===== config.mk =====
export PLATFORM = sky130hd
export DESIGN_NAME = pwm_frac_timer
export DESIGN_NICKNAME = d
export VERILOG_FILES = /design/src/rtl/pwm_timer_pkg.sv /design/src/rtl/pwm_cfg_shadow.sv /design/src/rtl/pwm_frac_div.sv /design/src/rtl/pwm_period_cnt.sv /design/src/rtl/pwm_tmr_fsm.sv /design/src/rtl/pwm_frac_timer.sv
export SDC_FILE = /design/constraint.sdc
export NUM_CORES = 1
export LEC_CHECK = 0
export ABC_AREA = 1
export BUFFER_PORTS_ARGS = -buffer_cell sky130_fd_sc_hd__buf_2
export CORE_MARGIN = 2
export CORE_UTILIZATION = 39
export CTS_CLUSTER_SIZE = 30
export DETAILED_ROUTE_END_ITERATION = 10
export SYNTH_ARGS = -nofsm -noshare
export SYNTH_HDL_FRONTEND = slang
export SYNTH_SLANG_ARGS = --single-unit

===== constraint.sdc =====
create_clock -name clk -period 5.12 [get_ports clk]
set_input_delay 0.256 -clock clk [delete_from_list [all_inputs] [get_ports clk]]
set_output_delay 0.256 -clock clk [all_outputs]
set_load 0.02 [all_outputs]

===== src/rtl/pwm_timer_pkg.sv =====
package pwm_timer_pkg;

    typedef enum logic [1:0] {
        TMR_HOLD  = 2'd0,
        TMR_RUN   = 2'd1,
        TMR_PAUSE = 2'd2
    } tmr_state_e;

endpackage


===== src/rtl/pwm_cfg_shadow.sv =====
module pwm_cfg_shadow #(
    parameter int DIV_W  = 18,
    parameter int FRAC_W = 8,
    parameter int RES_W  = 5,
    parameter int CNT_W  = 20
) (
    input  logic             clk,
    input  logic             rst,
    input  logic             we,
    input  logic [DIV_W-1:0] wr_div,
    input  logic [RES_W-1:0] wr_res,
    input  logic             wr_pause,
    input  logic             wr_hold,
    input  logic             wr_upd,
    input  logic             latch_ok,
    output logic             pause_q,
    output logic             hold_q,
    output logic             upd_pend_q,
    output logic [DIV_W-1:0] act_div,
    output logic [RES_W-1:0] act_res,
    output logic             applied
);

    localparam logic [DIV_W-1:0] DIV_ONE = DIV_W'(1) << FRAC_W;
    localparam logic [RES_W-1:0] RES_MIN = RES_W'(1);
    localparam logic [RES_W-1:0] RES_MAX = RES_W'(CNT_W);

    logic [DIV_W-1:0] pend_div;
    logic [RES_W-1:0] pend_res;

    // Resolution is kept legal when it is written, so the active value never needs checking.
    function automatic logic [RES_W-1:0] clamp_res(input logic [RES_W-1:0] r);
        if (r == '0)         return RES_MIN;
        else if (r > RES_MAX) return RES_MAX;
        else                  return r;
    endfunction

    assign applied = latch_ok & upd_pend_q;

    always_ff @(posedge clk) begin
        if (rst) begin
            pause_q    <= 1'b0;
            hold_q     <= 1'b1;
            upd_pend_q <= 1'b0;
            pend_div   <= DIV_ONE;
            pend_res   <= RES_MIN;
            act_div    <= DIV_ONE;
            act_res    <= RES_MIN;
        end else begin
            if (we) begin
                pause_q  <= wr_pause;
                hold_q   <= wr_hold;
                pend_div <= wr_div;
                pend_res <= clamp_res(wr_res);
            end
            if (applied) begin
                act_div <= pend_div;
                act_res <= pend_res;
            end
            upd_pend_q <= (upd_pend_q & ~applied) | (we & wr_upd);
        end
    end

endmodule


===== src/rtl/pwm_frac_div.sv =====
module pwm_frac_div #(
    parameter int DIV_W  = 18,
    parameter int FRAC_W = 8
) (
    input  logic             clk,
    input  logic             rst,
    input  logic             run,
    input  logic             clear,
    input  logic [DIV_W-1:0] div,
    output logic             tick
);

    localparam int INT_W = DIV_W - FRAC_W;
    localparam int LEN_W = INT_W + 1;

    logic [INT_W-1:0]  int_part;
    logic [FRAC_W-1:0] frac_part;
    logic [LEN_W-1:0]  int_eff;
    logic [LEN_W-1:0]  target;
    logic [LEN_W-1:0]  div_cnt;
    logic [FRAC_W-1:0] acc;
    logic [FRAC_W:0]   acc_sum;
    logic              extra;

    assign int_part  = div[DIV_W-1:FRAC_W];
    assign frac_part = div[FRAC_W-1:0];

    // An integer part of zero would never tick; run it as one.
    assign int_eff = (int_part == '0) ? LEN_W'(1) : {1'b0, int_part};
    assign target  = int_eff + LEN_W'(extra);
    assign acc_sum = {1'b0, acc} + {1'b0, frac_part};
    assign tick    = run && (div_cnt >= target - LEN_W'(1));

    always_ff @(posedge clk) begin
        if (rst || clear) begin
            div_cnt <= '0;
            acc     <= '0;
            extra   <= 1'b0;
        end else if (tick) begin
            div_cnt <= '0;
            acc     <= acc_sum[FRAC_W-1:0];
            extra   <= acc_sum[FRAC_W];
        end else if (run) begin
            div_cnt <= div_cnt + LEN_W'(1);
        end
    end

endmodule


===== src/rtl/pwm_period_cnt.sv =====
module pwm_period_cnt #(
    parameter int CNT_W = 20,
    parameter int RES_W = 5
) (
    input  logic             clk,
    input  logic             rst,
    input  logic             clear,
    input  logic             tick,
    input  logic [RES_W-1:0] res,
    output logic [CNT_W-1:0] cnt_q,
    output logic             ovf_q,
    output logic             wrap
);

    logic [CNT_W-1:0] top_val;

    assign top_val = ~({CNT_W{1'b1}} << res);
    assign wrap    = tick && (cnt_q == top_val);

    always_ff @(posedge clk) begin
        if (rst || clear) begin
            cnt_q <= '0;
            ovf_q <= 1'b0;
        end else begin
            ovf_q <= wrap;
            if (tick) begin
                cnt_q <= wrap ? '0 : cnt_q + CNT_W'(1);
            end
        end
    end

endmodule


===== src/rtl/pwm_tmr_fsm.sv =====
module pwm_tmr_fsm
    import pwm_timer_pkg::*;
(
    input  logic       clk,
    input  logic       rst,
    input  logic       hold,
    input  logic       pause,
    output tmr_state_e state_o,
    output logic       run,
    output logic       clear
);

    tmr_state_e state_q;
    tmr_state_e state_d;

    always_ff @(posedge clk) begin
        if (rst) state_q <= TMR_HOLD;
        else     state_q <= state_d;
    end

    always_comb begin
        state_d = state_q;
        unique case (state_q)
            TMR_HOLD: begin
                if (!hold) state_d = pause ? TMR_PAUSE : TMR_RUN;
            end
            TMR_RUN: begin
                if (hold)       state_d = TMR_HOLD;
                else if (pause) state_d = TMR_PAUSE;
            end
            TMR_PAUSE: begin
                if (hold)        state_d = TMR_HOLD;
                else if (!pause) state_d = TMR_RUN;
            end
            default: state_d = TMR_HOLD;
        endcase
    end

    always_comb begin
        state_o = state_q;
        run     = (state_q == TMR_RUN);
        clear   = (state_q == TMR_HOLD);
    end

endmodule


===== src/rtl/pwm_frac_timer.sv =====
module pwm_frac_timer
    import pwm_timer_pkg::*;
#(
    parameter int DIV_W  = 18,
    parameter int FRAC_W = 8,
    parameter int RES_W  = 5,
    parameter int CNT_W  = 20
) (
    input  logic             clk,
    input  logic             rst,
    input  logic             cfg_we,
    input  logic [DIV_W-1:0] cfg_div,
    input  logic [RES_W-1:0] cfg_res,
    input  logic             cfg_pause,
    input  logic             cfg_hold,
    input  logic             cfg_upd,
    output logic [CNT_W-1:0] cnt_o,
    output logic             ovf_o,
    output logic             upd_pend_o
);

    logic             pause_q;
    logic             hold_q;
    logic             pend_q;
    logic [DIV_W-1:0] act_div;
    logic [RES_W-1:0] act_res;
    logic             applied;
    logic             latch_ok;
    logic             tick;
    logic             wrap;
    logic [CNT_W-1:0] cnt_q;
    logic             ovf_q;
    tmr_state_e       state;
    logic             run;
    logic             clr;

    // Shadowed values move to active only at a period boundary or while held.
    assign latch_ok = (state == TMR_HOLD) | wrap;

    pwm_cfg_shadow #(
        .DIV_W (DIV_W),
        .FRAC_W(FRAC_W),
        .RES_W (RES_W),
        .CNT_W (CNT_W)
    ) u_shadow (
        .clk       (clk),
        .rst       (rst),
        .we        (cfg_we),
        .wr_div    (cfg_div),
        .wr_res    (cfg_res),
        .wr_pause  (cfg_pause),
        .wr_hold   (cfg_hold),
        .wr_upd    (cfg_upd),
        .latch_ok  (latch_ok),
        .pause_q   (pause_q),
        .hold_q    (hold_q),
        .upd_pend_q(pend_q),
        .act_div   (act_div),
        .act_res   (act_res),
        .applied   (applied)
    );

    pwm_tmr_fsm u_fsm (
        .clk    (clk),
        .rst    (rst),
        .hold   (hold_q),
        .pause  (pause_q),
        .state_o(state),
        .run    (run),
        .clear  (clr)
    );

    pwm_frac_div #(
        .DIV_W (DIV_W),
        .FRAC_W(FRAC_W)
    ) u_div (
        .clk  (clk),
        .rst  (rst),
        .run  (run),
        .clear(clr | applied),
        .div  (act_div),
        .tick (tick)
    );

    pwm_period_cnt #(
        .CNT_W(CNT_W),
        .RES_W(RES_W)
    ) u_cnt (
        .clk  (clk),
        .rst  (rst),
        .clear(clr),
        .tick (tick),
        .res  (act_res),
        .cnt_q(cnt_q),
        .ovf_q(ovf_q),
        .wrap (wrap)
    );

    // Hold reads as zero from the first clock after it is written.
    assign cnt_o      = hold_q ? '0 : cnt_q;
    assign ovf_o      = ovf_q & ~hold_q;
    assign upd_pend_o = pend_q;

endmodule


# Word-level counts from Yosys, hierarchy flattened
# Index checks and enable logic that the tools add are counted.
[word_totals]
regBits = 92
inputBits = 29
output_inout_bits = 22
word_cells = 58
[op_classes]
addsub = 5
n_lt_le_gt_ge = 2
n_eq_ne = 6
shift = 1
n_mux = 12
bitwise = 10
reduce_logical = 9
[ops]
columns = ["op", "count"]
rows = [
  ["2-to-1 mux 20 bit", 2],
  ["adder 20 x 1 -> 20 bit, second input constant", 1],
  ["== test 20 bit", 1],
  ["inverter 20 bit", 1],
  ["<< shifter 20 x 5 -> 20 bit, first input constant", 1],
  ["2-to-1 mux 2 bit", 6],
  ["adder 11 x 1 -> 11 bit", 1],
  ["adder 11 x 1 -> 11 bit, second input constant", 1],
  [">= comparator 11 bit", 1],
  ["subtractor 11 x 1 -> 11 bit, second input constant", 1],
  ["logical NOT 10 bit", 1],
  ["2-to-1 mux 10 bit", 1],
  ["2-to-1 mux 5 bit", 2],
  ["adder 8 x 8 -> 9 bit", 1],
  ["!= test 3 bit, second input constant", 2],
  ["one-hot mux 2 bit (3 select lines)", 1],
  ["> comparator 5 bit, second input constant", 1],
  ["logical NOT 5 bit", 1],
  ["bitwise AND 1 bit", 4],
  ["bitwise OR 1 bit", 3],
  ["AND reduction 3 bit", 1],
  ["== test 2 x 1 -> 1 bit, second input constant", 1],
  ["== test 2 bit, second input constant", 1],
  ["logical AND 1 bit", 2],
  ["other kinds (5)", 7],
]

# Depth between registers and ports, before layout
# Gate-level depths: netlist of the first run.
[logic_depth]
ltp_word = 12
ltp_mapped = 22
ltp_nobuf = 21

# By module
# Synthesis of the first run repeated with hierarchy kept, for this count alone.
[unflattened]
cells_unflattened = 816
area_unflattened_um2 = 5439.0
[modules_own_cells]
columns = ["module", "instances", "cells_each", "area_each_um2", "seq_area_each_um2"]
rows = [
  ["pwm_cfg_shadow", 1, 220, 1742.9, 980.9],
  ["pwm_period_cnt", 1, 293, 1716.6, 420.4],
  ["pwm_frac_div", 1, 242, 1699.1, 400.4],
  ["pwm_frac_timer", 1, 47, 195.2, 0.0],
  ["pwm_tmr_fsm", 1, 14, 85.1, 40.0],
]

# Worst setup path before layout of the first run
# Ideal clock, no wire load.
[synth_path]
path_kind = "register to register"
startpoint = "reg u_shadow.act_div[12]"
endpoint = "reg u_cnt.cnt_q[12]"
setup_ps = 115
arrival_ps = 2943
required_time_ps = 5005
setup_slack_ps = 2062
stages_incl_launch_ff = 20
n_path_buf = 2
period_less_slack_ps = 3058
path_cell_list = "dfxtp_1 > nor2_1 > nand2_1 > inv_1 > a41oi_1 > ha_1 > nand2_1 > nor4_1 > xor2_1 > inv_1 > ha_1 > and3_1 > o21ai_0 > a21oi_2 > nand3_2 > buf_6 > nand3_4 > buf_6 > nor2_1 > and2_1"
[synth_between]
elab_chain_len = 8
[synth_rtl]
columns = ["item", "line_no", "rtl"]
rows = [
  ["start: declaration", "pwm_cfg_shadow.sv:19", "output logic [DIV_W-1:0] act_div,"],
  ["start signal: assignment", "pwm_cfg_shadow.sv:57", "act_div <= pend_div;"],
  ["logical NOT 10 bit", "pwm_frac_div.sv:29", "assign int_eff = (int_part == '0) ? LEN_W'(1) : {1'b0, int_part};"],
  ["2-to-1 mux 10 bit *", "pwm_frac_div.sv:29", ""],
  ["adder 11 x 1 -> 11 bit *", "pwm_frac_div.sv:30", "assign target = int_eff + LEN_W'(extra);"],
  ["subtractor 11 x 1 -> 11 bit *", "pwm_frac_div.sv:32", "assign tick = run && (div_cnt >= target - LEN_W'(1));"],
  [">= comparator 11 bit *", "pwm_frac_div.sv:32", ""],
  ["logical AND 1 bit *", "pwm_frac_div.sv:32", ""],
  ["logical AND 1 bit", "pwm_period_cnt.sv:18", "assign wrap = tick && (cnt_q == top_val);"],
  ["2-to-1 mux 20 bit", "pwm_period_cnt.sv:27", "cnt_q <= wrap ? '0 : cnt_q + CNT_W'(1);"],
  ["end signal: assignment", "pwm_period_cnt.sv:27", ""],
  ["end: declaration", "pwm_period_cnt.sv:10", "output logic [CNT_W-1:0] cnt_q,"],
]
# Mark *: on every way between the ends. The rest lies on a longest branch, timed or not.
# A chain may end at the register's enable or synchronous reset.

# Final worst setup path of the first run
[layout_path]
startpoint = "reg u_shadow.act_div[12]"
endpoint = "reg u_div.div_cnt[3]"
[layout_between]
elab_chain_len = 12
[layout_rtl]
columns = ["item", "line_no", "rtl"]
rows = [
  ["logical NOT 10 bit", "pwm_frac_div.sv:29", ""],
  ["2-to-1 mux 10 bit *", "pwm_frac_div.sv:29", ""],
  ["adder 11 x 1 -> 11 bit *", "pwm_frac_div.sv:30", ""],
  ["subtractor 11 x 1 -> 11 bit *", "pwm_frac_div.sv:32", ""],
  [">= comparator 11 bit *", "pwm_frac_div.sv:32", ""],
  ["logical AND 1 bit *", "pwm_frac_div.sv:32", ""],
  ["logical AND 1 bit", "pwm_period_cnt.sv:18", ""],
  ["bitwise OR 1 bit", "pwm_frac_timer.sv:38", "assign latch_ok = (state == TMR_HOLD) | wrap;"],
  ["bitwise AND 1 bit", "pwm_cfg_shadow.sv:38", "assign applied = latch_ok & upd_pend_q;"],
  ["bitwise OR 1 bit", "pwm_frac_timer.sv:80", ".clear(clr | applied),"],
  ["logical OR 1 bit", "pwm_frac_div.sv:35", "if (rst || clear) begin"],
  ["OR reduction 2 bit (no source line) *", "--", ""],
  ["end signal: assignment", "pwm_frac_div.sv:44", "div_cnt <= div_cnt + LEN_W'(1);"],
  ["end: declaration", "pwm_frac_div.sv:20", "logic [LEN_W-1:0] div_cnt;"],
]
# Marks and branches as above.

==> reports/qor.log, run 1 <==
[synthesis] net count of the mapped netlist 849
[clocking] clock tree buffer depth 2
[setup_path] Crit-path slowest cell nand2_4
[worst_hold_path] HP Class in2reg
[setup_path] required time at the worst-slack endpoint 5.33 ns
[setup_path] crit-path max cell delay 0.45 ns
[clocking] post-cts hold buffer count 0
[setup_path] Worst Reg-to-Reg Cells 19
[sta] slew of the pin with the lowest slew margin 1.048 ns
[global_routing] overall global routing resource usage 18.71%
[clocking] post-CTS setup buffer count 0
[synthesis] Netlist cell types 41
[place] final weighted congestion of routability-driven global placement 0.9280
[synthesis] dominant cell by count in the synthesized netlist nand2_1
[pwr] PwrDens 267.7 nW/um^2
[clocking] post_cts resized 0
[sta] number of hold violations in the final report 0
[sta] worst max-slew margin expressed relative to the limit 30.04%
[drt] First DRT Iteration DRCs 301
[synthesis] share of synthesized registers carrying an async set or reset 0%
[sta] max-slew violation count 0
[global_routing] Congestion Overflow GR 0
[floorplan] starting density of the core 40.01%
[drt] per-cell via count in the routed design 4.951
[setup_path] crit path cell chain nor2_1, nand2_1, inv_1, a41oi_1, ha_1, nand2_1, nor4_1, xor2_1, inv_1, ha_1, and3_1, o21ai_0, a21oi_2, buf_4, nand3_2, nand2_4, nand2_2, nand3_1, nor2_1
[sta] setup TNS 0 ns
[global_routing] vias in the first global route 4,521
[clocking] Clock Sink Count 92
[synthesis] sequential fraction of the synthesis area 34.63%
[synthesis] warnings from Yosys 0
[drt] Routed Wire Length 12.85 mm
[synthesis] count of mapped cells out of synthesis 796
[clocking] Num CTS Buffers 9
[synthesis] most frequently used flop master after synthesis dfxtp_1
[pwr] leakage dissipation 2.511 nW
[clocking] cell at the root of the clock tree clkbuf_16
[outcome] outcome finished clean
[floorplan] die width 120.8 um
[setup_path] Crit Path Max Fanout 45
[clocking] clock-pin slew of the registers on the worst-case setup and hold paths 0.06 ns
[synthesis] number of register bits inferred by synthesis 92
[drt] first-pass iteration count of the detailed router 4
[pwr] Peak supply drop 0.1761 mV
[finish] total number of nets in the final design 881
[drt] per-cell routed wire length 12.74 um
[synthesis] Synth area leader dfxtp_1
[floorplan] die area 14,590 um^2
[finish] total inserted antenna cells 0
[sta] worst clock skew on the final layout 0.008708 ns
[floorplan] standard-cell row count 42
[drt] # DRC 0
[sta] # setup viols final 0
[sta] fin crit share 79.87%
[sta] clock period minus final worst setup slack 4.089 ns
[synthesis] share of the synthesized area in the top cell type 34.63%
[clocking] H-tree Lvls 3
[finish] area delta synth->final 11.81%
[setup_path] critical setup path kind reg2reg
[synthesis] cells taking the most area after synthesis dfxtp_1, nand2_1, nor2_1
[job] total of max-cap violations 0
[clocking] clock latency on the worst-skew pair 0.34 ns
[sta] timing-limited maximum frequency 0.2446 GHz
[sta] RSZ-0062 raised after global routing no
[setup_path] crit end category register
[place] pre-CTS setup slack 1.044 ns
[global_routing] maximum number of pins on one net before global-route repair 46
[global_routing] number of antenna violations at the first check in global routing 0
[floorplan] Core Region 13,300 um^2
[drt] total number of vias 4,996
[floorplan] io pins 51
[clocking] TritonCTS clock tree done
[worst_hold_path] WHS Path Cells 3
[floorplan] Die Y 120.8 um
[synthesis] number of synthesized flops with an enable pin 0
[setup_path] crit start category register
[synthesis] cell area after synthesis 5319 um^2
[synthesis] mean instance size in the synthesized netlist 6.682 um^2
[place] post-detail-place hpwl 9.499 mm
[finish] fraction of layout instances using a drive strength above 1 10.68%
[synthesis] most common library cells after synthesis nand2_1, nor2_1, dfxtp_1
[drt] antenna viol nets, final 0
[setup_path] Worst EP arrival 4.30 ns
[place] number of buffer cells added on primary ports 50
[global_routing] global-route wire length before repair 22.12 mm
[sta] setup slack of the critical path after layout 1.031 ns
cell usage in the layout, fill, tap and decap left out, types with 2 or more instances in the layout:
cell	netlist	layout
nor2_2	4	4
nand4_1	15	15
clkbuf_8	0	4
inv_1	84	84
a21oi_1	64	64
o21ai_0	42	42
nor3b_1	4	4
xor2_1	22	22
inv_2	2	2
clkbuf_16	0	9
dfxtp_1	92	92
xnor2_1	7	7
nand3b_1	2	2
buf_4	6	4
clkinv_2	0	2
nor2_4	3	3
nor2_1	116	116
mux2i_1	2	2
nand3_1	69	69
nand2_1	177	177
clkinv_1	2	2
nor3_1	12	12
nor4_1	2	2
ha_1	23	23
buf_2	1	50
nand2_2	5	5
critical path, delay by kind of cell (launching register included):
family / cells / cell delay [ns]
flip-flops: 1 / 0.39
AND/OR/NAND/NOR: 10 / 2.06
adder cells (fa/ha/maj): 2 / 0.51
AO/OA/AOI/OAI: 3 / 0.44
XOR/XNOR: 1 / 0.18
buffers and inverters: 3 / 0.36
layer usage:
| metal | global-route usage, % | up-vias | wire (um) |
|---|---|---|---|
| li1 | - | 2631 | - |
| met1 | 27.37 | 2229 | 6547 |
| met2 | 28.18 | 119 | 5464 |
| met3 | 3.160 | 17 | 633 |
| met4 | 5.305 | 0 | 204 |
| met5 | 0 | - | 0 |
sequential cells by signal, indices dropped and copies added (netlist names):
name and cells:
u_cnt.cnt_q 20, u_shadow.act_div 18, u_shadow.pend_div 18, u_div.div_cnt 11, u_div.acc 8, u_shadow.act_res 5, u_shadow.pend_res 5, u_fsm.state_o 2
u_cnt.ovf_q 1, u_div.extra 1, u_shadow.hold_q 1, u_shadow.pause_q 1, u_shadow.upd_pend_q 1
through the flow:
step	cell area, um^2	cells	hold slack (ns)	utilization (%)	power [mW]
final	5947	1009	0.1358	44.73	1.592
after global routing	5947	1009	0.1639	44.73	1.678
after CTS	5947	1009	0.1246	44.73	1.612
after detailed placement	5648	993	0.4339	42.48	0.9614
after global placement	5648	993	0.4340	42.48	0.9600
after floorplan	5319	796	0.3823	-	0.9186
cells by family after synthesis:
logic type | count (synthesis) | synth area share, %
adders and majority gates | 24 | 5.787
xor gates and xnor gates | 29 | 4.775
muxes | 2 | 0.3764
and+or+nand+nor | 414 | 33.80
DFF | 92 | 34.63
buffers and inverters | 121 | 9.433
AOI/OAI and AO/OA | 114 | 11.20
area by class of cell:
cell class | count | area (um^2)
multi-input combinational | 583 | 2975
inverter | 88 | 330.3
sequential | 92 | 1842
fill | 1437 | 7348
timing repair buffer | 54 | 280.3
clock inverter | 3 | 18.77
tap | 176 | 220.2
clock buffer | 13 | 280.3
worst paths after layout:
| check | startpoint | endpoint | slack, ns |
|---|---|---|---|
| setup / recovery | u_shadow.act_div[12] | u_div.div_cnt[3] | 1.03 |
| hold / removal | cfg_div[8] | u_shadow.pend_div[8] | 0.14 |
| setup reg to reg | u_shadow.act_div[12] | u_div.div_cnt[3] | 1.03 |
| hold reg to reg | u_shadow.pause_q | u_fsm.state_o[0] | 0.45 |
power breakdown:
| group | switching, mW | leakage [nW] | internal, mW | total, mW |
|---|---|---|---|---|
| clock network | 0.265 | 0.152 | 0.381 | 0.646 |
| logic | 0.116 | 1.61 | 0.0667 | 0.182 |
| registers | 0.0231 | 0.750 | 0.740 | 0.763 |
| total | 0.404 | 2.51 | 1.19 | 1.59 |
Power figures use the tool's default switching activity.
==> inputs of run 2 (changes only) <==
Settings changed: ABC_AREA 1 to 0.
Clock period 5.12 ns to 3.8 ns, I/O delays scaled along.
==> reports/qor.log, run 2 <==
[sta] # setup viols final 36 [+36]
[setup_path] family with the most delay on the worst path simple AND/OR/NAND/NOR gates
[synthesis] count of mapped cells out of synthesis 723 [-9.2%]
[floorplan] standard-cell row count 44 [+4.8%]
[outcome] failing checks setup timing
[drt] # DRC 0 [unchanged]
[synthesis] cell area after synthesis 5654 um^2 [+6.3%]
[global_routing] overall global routing resource usage 19.59% [+0.88 points]
[clocking] clock latency on the worst-skew pair 0.35 ns [about the same]
[pwr] Final Power 2.078 mW [+31%]
[clocking] TritonCTS clock tree done
[global_routing] maximum number of pins on one net before global-route repair 37 [-20%]
[setup_path] crit start category register
[sta] worst max-slew margin expressed relative to the limit 38.38% [+8.3 points]
[global_routing] number of antenna violations at the first check in global routing 0 [unchanged]
[global_routing] global-route wire length before repair 25.32 mm [+14%]
[clocking] H-tree Lvls 3 [unchanged]
[sta] number of hold violations in the final report 0 [unchanged]
[drt] first-pass iteration count of the detailed router 5 [+1]
[synthesis] number of register bits inferred by synthesis 92 [unchanged]
[sta] RSZ-0062 raised after global routing yes
[sta] Hold WS 0.04673 ns [-0.08911 ns]
[finish] most common library cell in the layout ignoring fill and taps dfxtp_1
[global_routing] vias in the first global route 5,159 [+14%]
[floorplan] die area 15,480 um^2 [+6.1%]
[sta] fin crit share 102.2% [+22 points]
[clocking] clock-pin slew of the registers on the worst-case setup and hold paths 0.07 ns [about the same]
[floorplan] die width 124.4 um [+3.0%]
[floorplan] Core Region 14,370 um^2 [+8.1%]
[place] final weighted congestion of routability-driven global placement 0.8727 [-6.0%]
[finish] area delta synth->final 18.52%
[sta] timing-limited maximum frequency 0.2575 GHz [+5.3%]
[worst_hold_path] WHS Path Cells 2 [-1]
[finish] Most flops, register u_cnt.cnt_q
[synthesis] net count of the mapped netlist 776 [-8.6%]
[worst_hold_path] Hold Crit Start cfg_div[8]
[finish] fraction of layout instances using a drive strength above 1 18.62% [+7.9 points]
[pwr] PwrDens 310.1 nW/um^2 [+16%]
[finish] total inserted antenna cells 0 [unchanged]
[finish] leading registers by flop count u_cnt.cnt_q x20, u_shadow.act_div x18, u_shadow.pend_div x18
[synthesis] number of synthesized flops with an enable pin 0 [unchanged]
[worst_hold_path] HP Class in2reg
[sta] setup slack of the critical path after layout -0.08381 ns [-1.115 ns]
[setup_path] worst reg2reg setup slack -0.08 ns [-1.11 ns]
[synthesis] most common library cells after synthesis dfxtp_1, nor2_1, nand2_1
[drt] antenna viol nets, final 0 [unchanged]
[synthesis] warnings from Yosys 0 [unchanged]
[clocking] Num CTS Buffers 9 [unchanged]
[clocking] cell at the root of the clock tree clkbuf_16
[clocking] Clock Sink Count 92 [unchanged]
[job] total of max-cap violations 0 [unchanged]
[pwr] leakage dissipation 2.446 nW [-2.6%]
[worst_hold_path] hold path endpoint u_shadow.pend_div[8]
[setup_path] launching point of the worst reg2reg path u_shadow.act_div[12]
[setup_path] crit path cell chain or4_4, nor3_4, a21oi_2, ha_2, buf_4, nand2_2, nor4_1, xnor2_1, ha_1, nand3_2, o22ai_2, a2111oi_2, o31a_1, or2_4, nor3_4, buf_4, nor3_1
[drt] First DRT Iteration DRCs 450 [+50%]
[setup_path] end of the worst register-to-register path u_cnt.cnt_q[11]
[place] number of buffer cells added on primary ports 50 [unchanged]
[sta] max-slew violation count 0 [unchanged]
[pwr] Peak supply drop 0.2478 mV [+41%]
[finish] final cell count without fillers 952 [-5.6%]
[synthesis] dominant cell by count in the synthesized netlist dfxtp_1
[setup_path] Worst EP arrival 4.09 ns [-0.21 ns]
[synthesis] cells taking the most area after synthesis dfxtp_1, nor2_1, ha_1
[clocking] clock tree buffer depth 2 [unchanged]
[synthesis] mean instance size in the synthesized netlist 7.820 um^2 [+17%]
[synthesis] share of synthesized registers carrying an async set or reset 0% [unchanged]
[place] placed insts 927 [-6.6%]
[finish] most frequent cells in the layout dfxtp_1, nor2_1, nand2_1
[setup_path] Crit Path Max Fanout 11 [-76%]
[synthesis] Netlist cell types 65 [+59%]
[outcome] outcome finished, violations left
[drt] total number of vias 5,501 [+10%]
[setup_path] required time at the worst-slack endpoint 4.01 ns [-1.32 ns]
[synthesis] Synth area leader dfxtp_1
[finish] number of flip-flops under the largest register name 20 [unchanged]
[floorplan] starting density of the core 39.35% [-0.66 points]
[global_routing] Congestion Overflow GR 0 [unchanged]
[setup_path] critical setup path kind reg2reg
[place] placed inst area 6148 um^2 [+8.9%]
[finish] total number of nets in the final design 816 [-7.4%]
[setup_path] Crit-path slowest cell or4_4
[drt] Routed Wire Length 16.07 mm [+25%]
[setup_path] crit-path max cell delay 0.56 ns [+0.11 ns]
[sta] slew of the pin with the lowest slew margin 0.9230 ns [-0.1252 ns]
[setup_path] Worst Reg-to-Reg Cells 17 [-2]
[floorplan] Die Y 124.4 um [+3.0%]
[floorplan] io pins 51 [unchanged]
[sta] worst clock skew on the final layout 0.009207 ns [+0.0004992 ns]
[drt] per-cell via count in the routed design 5.778 [+17%]
[place] post-detail-place hpwl 10.71 mm [+13%]
[synthesis] share of the synthesized area in the top cell type 32.57% [-2.1 points]
[synthesis] sequential fraction of the synthesis area 32.57% [-2.1 points]
[synthesis] most frequently used flop master after synthesis dfxtp_1
[setup_path] crit end category register
[finish] final instance area 6701 um^2 [+13%]
[drt] per-cell routed wire length 16.88 um [+33%]
[setup_path] Worst Path Buf+Inv 2 [-1]
[sta] clock period minus final worst setup slack 3.884 ns [-0.2053 ns]
[finish] Finished Core Util 46.64% [+1.9 points]
[clocking] post-cts hold buffer count 0 [unchanged]
==> run 2: timing repair <==
| item | CTS | global route |
|---|---|---|
| buffers inserted | 1 | 3 |
| resized for setup | 5 | 30 |
| endpoints found under the setup margin | 59 | 64 |
| pin swaps | 2 | 41 |
| cloned | 0 | 5 |
==> run 2: cell type report <==
class / instances / area [um^2]
Clock buffer: 10 / 229.0
Clock inverter: 6 / 47.55
Fill cell: 1399 / 7667
Inverter: 37 / 138.9
Multi-Input combinational cell: 536 / 3585
Sequential cell: 92 / 1843
Tap cell: 184 / 230.2
Timing Repair Buffer: 87 / 628.1
==> run 2: per-stage QoR <==
stage	setup slack, ns	TNS, ns
6_report	-0.08381	-1.846
5_1_grt	-0.2381	-10.28
4_1_cts	-0.01996	-0.1046
3_5_place_dp	-0.2469	-6.284
3_3_place_gp	-0.002534	-0.01826
2_1_floorplan	0.05492	0
==> run 2: report_power, final <==
group          leakage (nW)  internal (mW)  total (mW)  switching (mW)
Combinational          1.56         0.0856       0.205           0.119
Clock                 0.133          0.450       0.855           0.405
Sequential            0.748          0.986        1.02          0.0316
==> run 2: worst max path at each step <==
stage,slack [ns],cells after the start,end,start
global placement,-0.003,17,u_div.div_cnt[5],u_shadow.act_div[15]
floorplan,0.05,18,u_div.acc[3],u_shadow.act_div[13]
finish,-0.08,17,u_cnt.cnt_q[11],u_shadow.act_div[12]
detailed placement,-0.25,17,u_div.div_cnt[3],u_shadow.act_div[15]
global route,-0.24,17,u_cnt.cnt_q[11],u_shadow.act_div[12]
CTS,-0.02,18,u_shadow.act_res[0],u_shadow.act_div[15]
==> run 2: routing by layer <==
| layer | routed length (um) | track usage [%] |
|---|---|---|
| met5 | 0 | 0 |
| met4 | 202 | 6.279 |
| met3 | 760 | 2.663 |
| met2 | 7927 | 34.04 |
| met1 | 7184 | 25.09 |
==> run 2: logic make-up after synthesis <==
| kind of cell | synth area share (%) |
|---|---|
| fa+ha+maj | 5.444 |
| flops | 32.57 |
| compound gates | 18.65 |
| buf+inv | 7.037 |
| xor+xnor | 5.267 |
| mux | 3.718 |
| simple gates | 27.31 |
==> inputs of run 3 (changes only) <==
Settings changed: CELL_PAD_IN_SITES_DETAIL_PLACEMENT set to 0, CELL_PAD_IN_SITES_GLOBAL_PLACEMENT set to 1, PLACE_DENSITY_LB_ADDON set to 0.1.
==> reports/qor.log, run 3 (same netlist as run 2, synthesis figures left out) <==
[outcome] outcome finished clean
[place] placed insts 936 [+0.97%]
[drt] top routing layer used met4
[setup_path] crit end category register
[finish] number of flip-flops under the largest register name 20 [unchanged]
[drt] total number of vias 5,514 [+0.24%]
[drt] # DRC 0 [unchanged]
[drt] met1 wire length 7.549 mm [+5.1%]
[finish] most common library cell in the layout ignoring fill and taps dfxtp_1
[drt] First DRT Iteration DRCs 409 [-9.1%]
[setup_path] worst reg2reg setup slack 0.01 ns [+0.09 ns]
[drt] first-pass iteration count of the detailed router 5 [unchanged]
[sta] timing-limited maximum frequency 0.2638 GHz [+2.5%]
[global_routing] number of antenna violations at the first check in global routing 0 [unchanged]
[floorplan] starting density of the core 39.35% [unchanged]
[setup_path] Crit Path Max Fanout 7 [-4]
[finish] leading registers by flop count u_cnt.cnt_q x20, u_shadow.act_div x18, u_shadow.pend_div x18
[drt] Routed Wire Length 16.68 mm [+3.8%]
[job] total of max-cap violations 0 [unchanged]
[setup_path] crit start category register
[sta] worst clock skew on the final layout 0.01131 ns [+0.002105 ns]
[floorplan] Die Y 124.4 um [unchanged]
[drt] detailed-routed wire length on met3 699 um [-8.0%]
[sta] fin crit share 99.75% [-2.5 points]
[pwr] PwrDens 311.5 nW/um^2 [+0.45%]
[clocking] Clock Sink Count 92 [unchanged]
[drt] per-cell via count in the routed design 5.673 [-1.8%]
[setup_path] Worst Reg-to-Reg Cells 18 [+1]
[floorplan] die width 124.4 um [unchanged]
[place] number of buffer cells added on primary ports 50 [unchanged]
[clocking] clock-pin slew of the registers on the worst-case setup and hold paths 0.07 ns [about the same]
[setup_path] Worst EP arrival 4.02 ns [-0.07 ns]
[setup_path] launching point of the worst reg2reg path u_shadow.act_div[15]
[sta] worst max-slew margin expressed relative to the limit 25.46% [-13 points]
[finish] fraction of layout instances using a drive strength above 1 22.08% [+3.5 points]
[clocking] Num CTS Buffers 9 [unchanged]
[setup_path] crit path cell chain or4_4, nor3_4, a21oi_2, ha_2, ha_4, nor3b_4, nand2_1, xor2_1, ha_1, nand3_2, o22ai_4, a2111oi_4, o31a_1, or2_4, nor3_4, buf_6, clkbuf_16, o211ai_1
[finish] area delta synth->final 24.14%
[floorplan] standard-cell row count 44 [unchanged]
[clocking] TritonCTS clock tree done
[floorplan] Core Region 14,370 um^2 [unchanged]
[sta] RSZ-0062 raised after global routing yes
[setup_path] end of the worst register-to-register path u_shadow.act_div[17]
[global_routing] Congestion Overflow GR 0 [unchanged]
[sta] slew of the pin with the lowest slew margin 1.117 ns [+0.1939 ns]
[setup_path] Most common cell on crit path nor3_4
[clocking] H-tree Lvls 3 [unchanged]
[global_routing] overall global routing resource usage 21.24% [+1.7 points]
[finish] final instance area 7019 um^2 [+4.7%]
[worst_hold_path] HP Class in2reg
[setup_path] family with the most delay on the worst path simple AND/OR/NAND/NOR gates
[pwr] leakage dissipation 2.581 nW [+5.5%]
[sta] number of hold violations in the final report 0 [unchanged]
[finish] final cell count without fillers 972 [+2.1%]
[drt] antenna viol nets, final 0 [unchanged]
[clocking] clock latency on the worst-skew pair 0.35 ns [about the same]
[place] post-detail-place hpwl 11.56 mm [+8.0%]
[setup_path] critical setup path kind reg2reg
[setup_path] CP endpoint u_shadow.act_div[17]
[drt] per-cell routed wire length 17.16 um [+1.7%]
[place] placed inst area 6203 um^2 [+0.90%]
[finish] total number of nets in the final design 836 [+2.5%]
[global_routing] vias in the first global route 5,153 [-0.12%]
[finish] most frequent cells in the layout dfxtp_1, nor2_1, nand2_1
[sta] clock period minus final worst setup slack 3.790 ns [-0.09332 ns]
[setup_path] Crit-path slowest cell or4_4
[setup_path] Worst Path Buf+Inv 2 [unchanged]
[setup_path] Worst setup startpoint u_shadow.act_div[15]
[finish] total inserted antenna cells 0 [unchanged]
[floorplan] die area 15,480 um^2 [unchanged]
[finish] Most flops, register u_cnt.cnt_q
[global_routing] maximum number of pins on one net before global-route repair 37 [unchanged]
[setup_path] required time at the worst-slack endpoint 4.03 ns [+0.02 ns]
[setup_path] crit-path max cell delay 0.55 ns [about the same]
[pwr] Peak supply drop 0.3161 mV [+28%]
[clocking] post-cts hold buffer count 0 [unchanged]
[sta] # setup viols final 0 [-100%]
[sta] max-slew violation count 0 [unchanged]
[setup_path] count of cell instances traversed by the critical path 18 [+1]
[floorplan] io pins 51 [unchanged]
[finish] Fill cells 1,394 [-0.36%]
[drt] met2 WL post-DR 8.191 mm [+3.3%]
[place] final weighted congestion of routability-driven global placement 0.8915 [+2.2%]
[global_routing] global-route wire length before repair 26.87 mm [+6.1%]
[clocking] cell at the root of the clock tree clkbuf_16
[clocking] clock tree buffer depth 2 [unchanged]
==> run 3: cell count changes in the layout (fill, tap and decap cells not counted), sizes merged <==
cell and delta:
clkbuf -1, bufinv +1, clkinvlp +1, inv -2
buf +21
==> run 3: area by class of cell <==
class / count / area, um^2 / area share, %
multi-input combinational: 536 / 3687 / 52.53
sequential: 92 / 1843 / 26.26
timing repair buffer: 107 / 805.8 / 11.48
clock buffer: 10 / 239.0 / 3.405
tap: 184 / 230.2 / 3.280
inverter: 37 / 138.9 / 1.979
clock inverter: 6 / 75.07 / 1.070
==> run 3: worst reg2reg max path, cell delays in order, from the launching register on <==
cell	delay [ns]
dfxtp_2	0.32
or4_4	0.55
nor3_4	0.22
a21oi_2	0.07
ha_2	0.21
ha_4	0.16
nor3b_4	0.15
nand2_1	0.08
xor2_1	0.07
ha_1	0.32
nand3_2	0.12
o22ai_4	0.19
a2111oi_4	0.05
o31a_1	0.13
or2_4	0.29
nor3_4	0.33
buf_6	0.18
clkbuf_16	0.15
o211ai_1	0.08
==> run 3: metal layers <==
layer	global-route usage [%]	up-vias
met5	0	-
met1	27.56	2645
met2	36.48	131
li1	-	2718
met4	5.023	0
met3	4.038	20
==> run 3: report_power, final <==
| part | internal (mW) | switching (mW) | total (mW) |
|---|---|---|---|
| Combinational | 0.102 | 0.127 | 0.229 |
| Sequential | 0.986 | 0.0308 | 1.02 |
| Clock | 0.533 | 0.407 | 0.940 |
==> run 3: stage by stage <==
step	hold WS, ns	total power [mW]	setup TNS (ns)	setup slack [ns]	utilization [%]
2_1_floorplan	0.3124	1.155	0	0.05492	-
3_3_place_gp	0.3978	1.226	0	0.01224	43.17
3_5_place_dp	0.3996	1.230	-0.6303	-0.1691	43.17
4_1_cts	0.02054	2.183	-0.008669	-0.003487	46.33
5_1_grt	0.02615	2.278	-6.875	-0.1714	48.85
6_report	0.03423	2.186	0	0.009506	48.85
==> run 3: worst min path at each step <==
stage,slack [ns],endpoint,start,cells past startpoint
floorplan,0.31,u_shadow.hold_q,cfg_hold,1
global placement,0.40,u_shadow.pend_div[8],cfg_div[8],2
detailed placement,0.40,u_shadow.pend_div[8],cfg_div[8],2
CTS,0.02,u_shadow.pend_div[8],cfg_div[8],2
global route,0.03,u_shadow.pend_div[8],cfg_div[8],2
finish,0.03,u_shadow.pend_div[8],cfg_div[8],2
==> run 3: what timing repair did <==
item	4_1_cts	5_1_grt
setup buffers	4	14
gates cloned	2	2
endpoints found under the setup margin	31	65
pin swaps	13	32
resized for setup	7	54
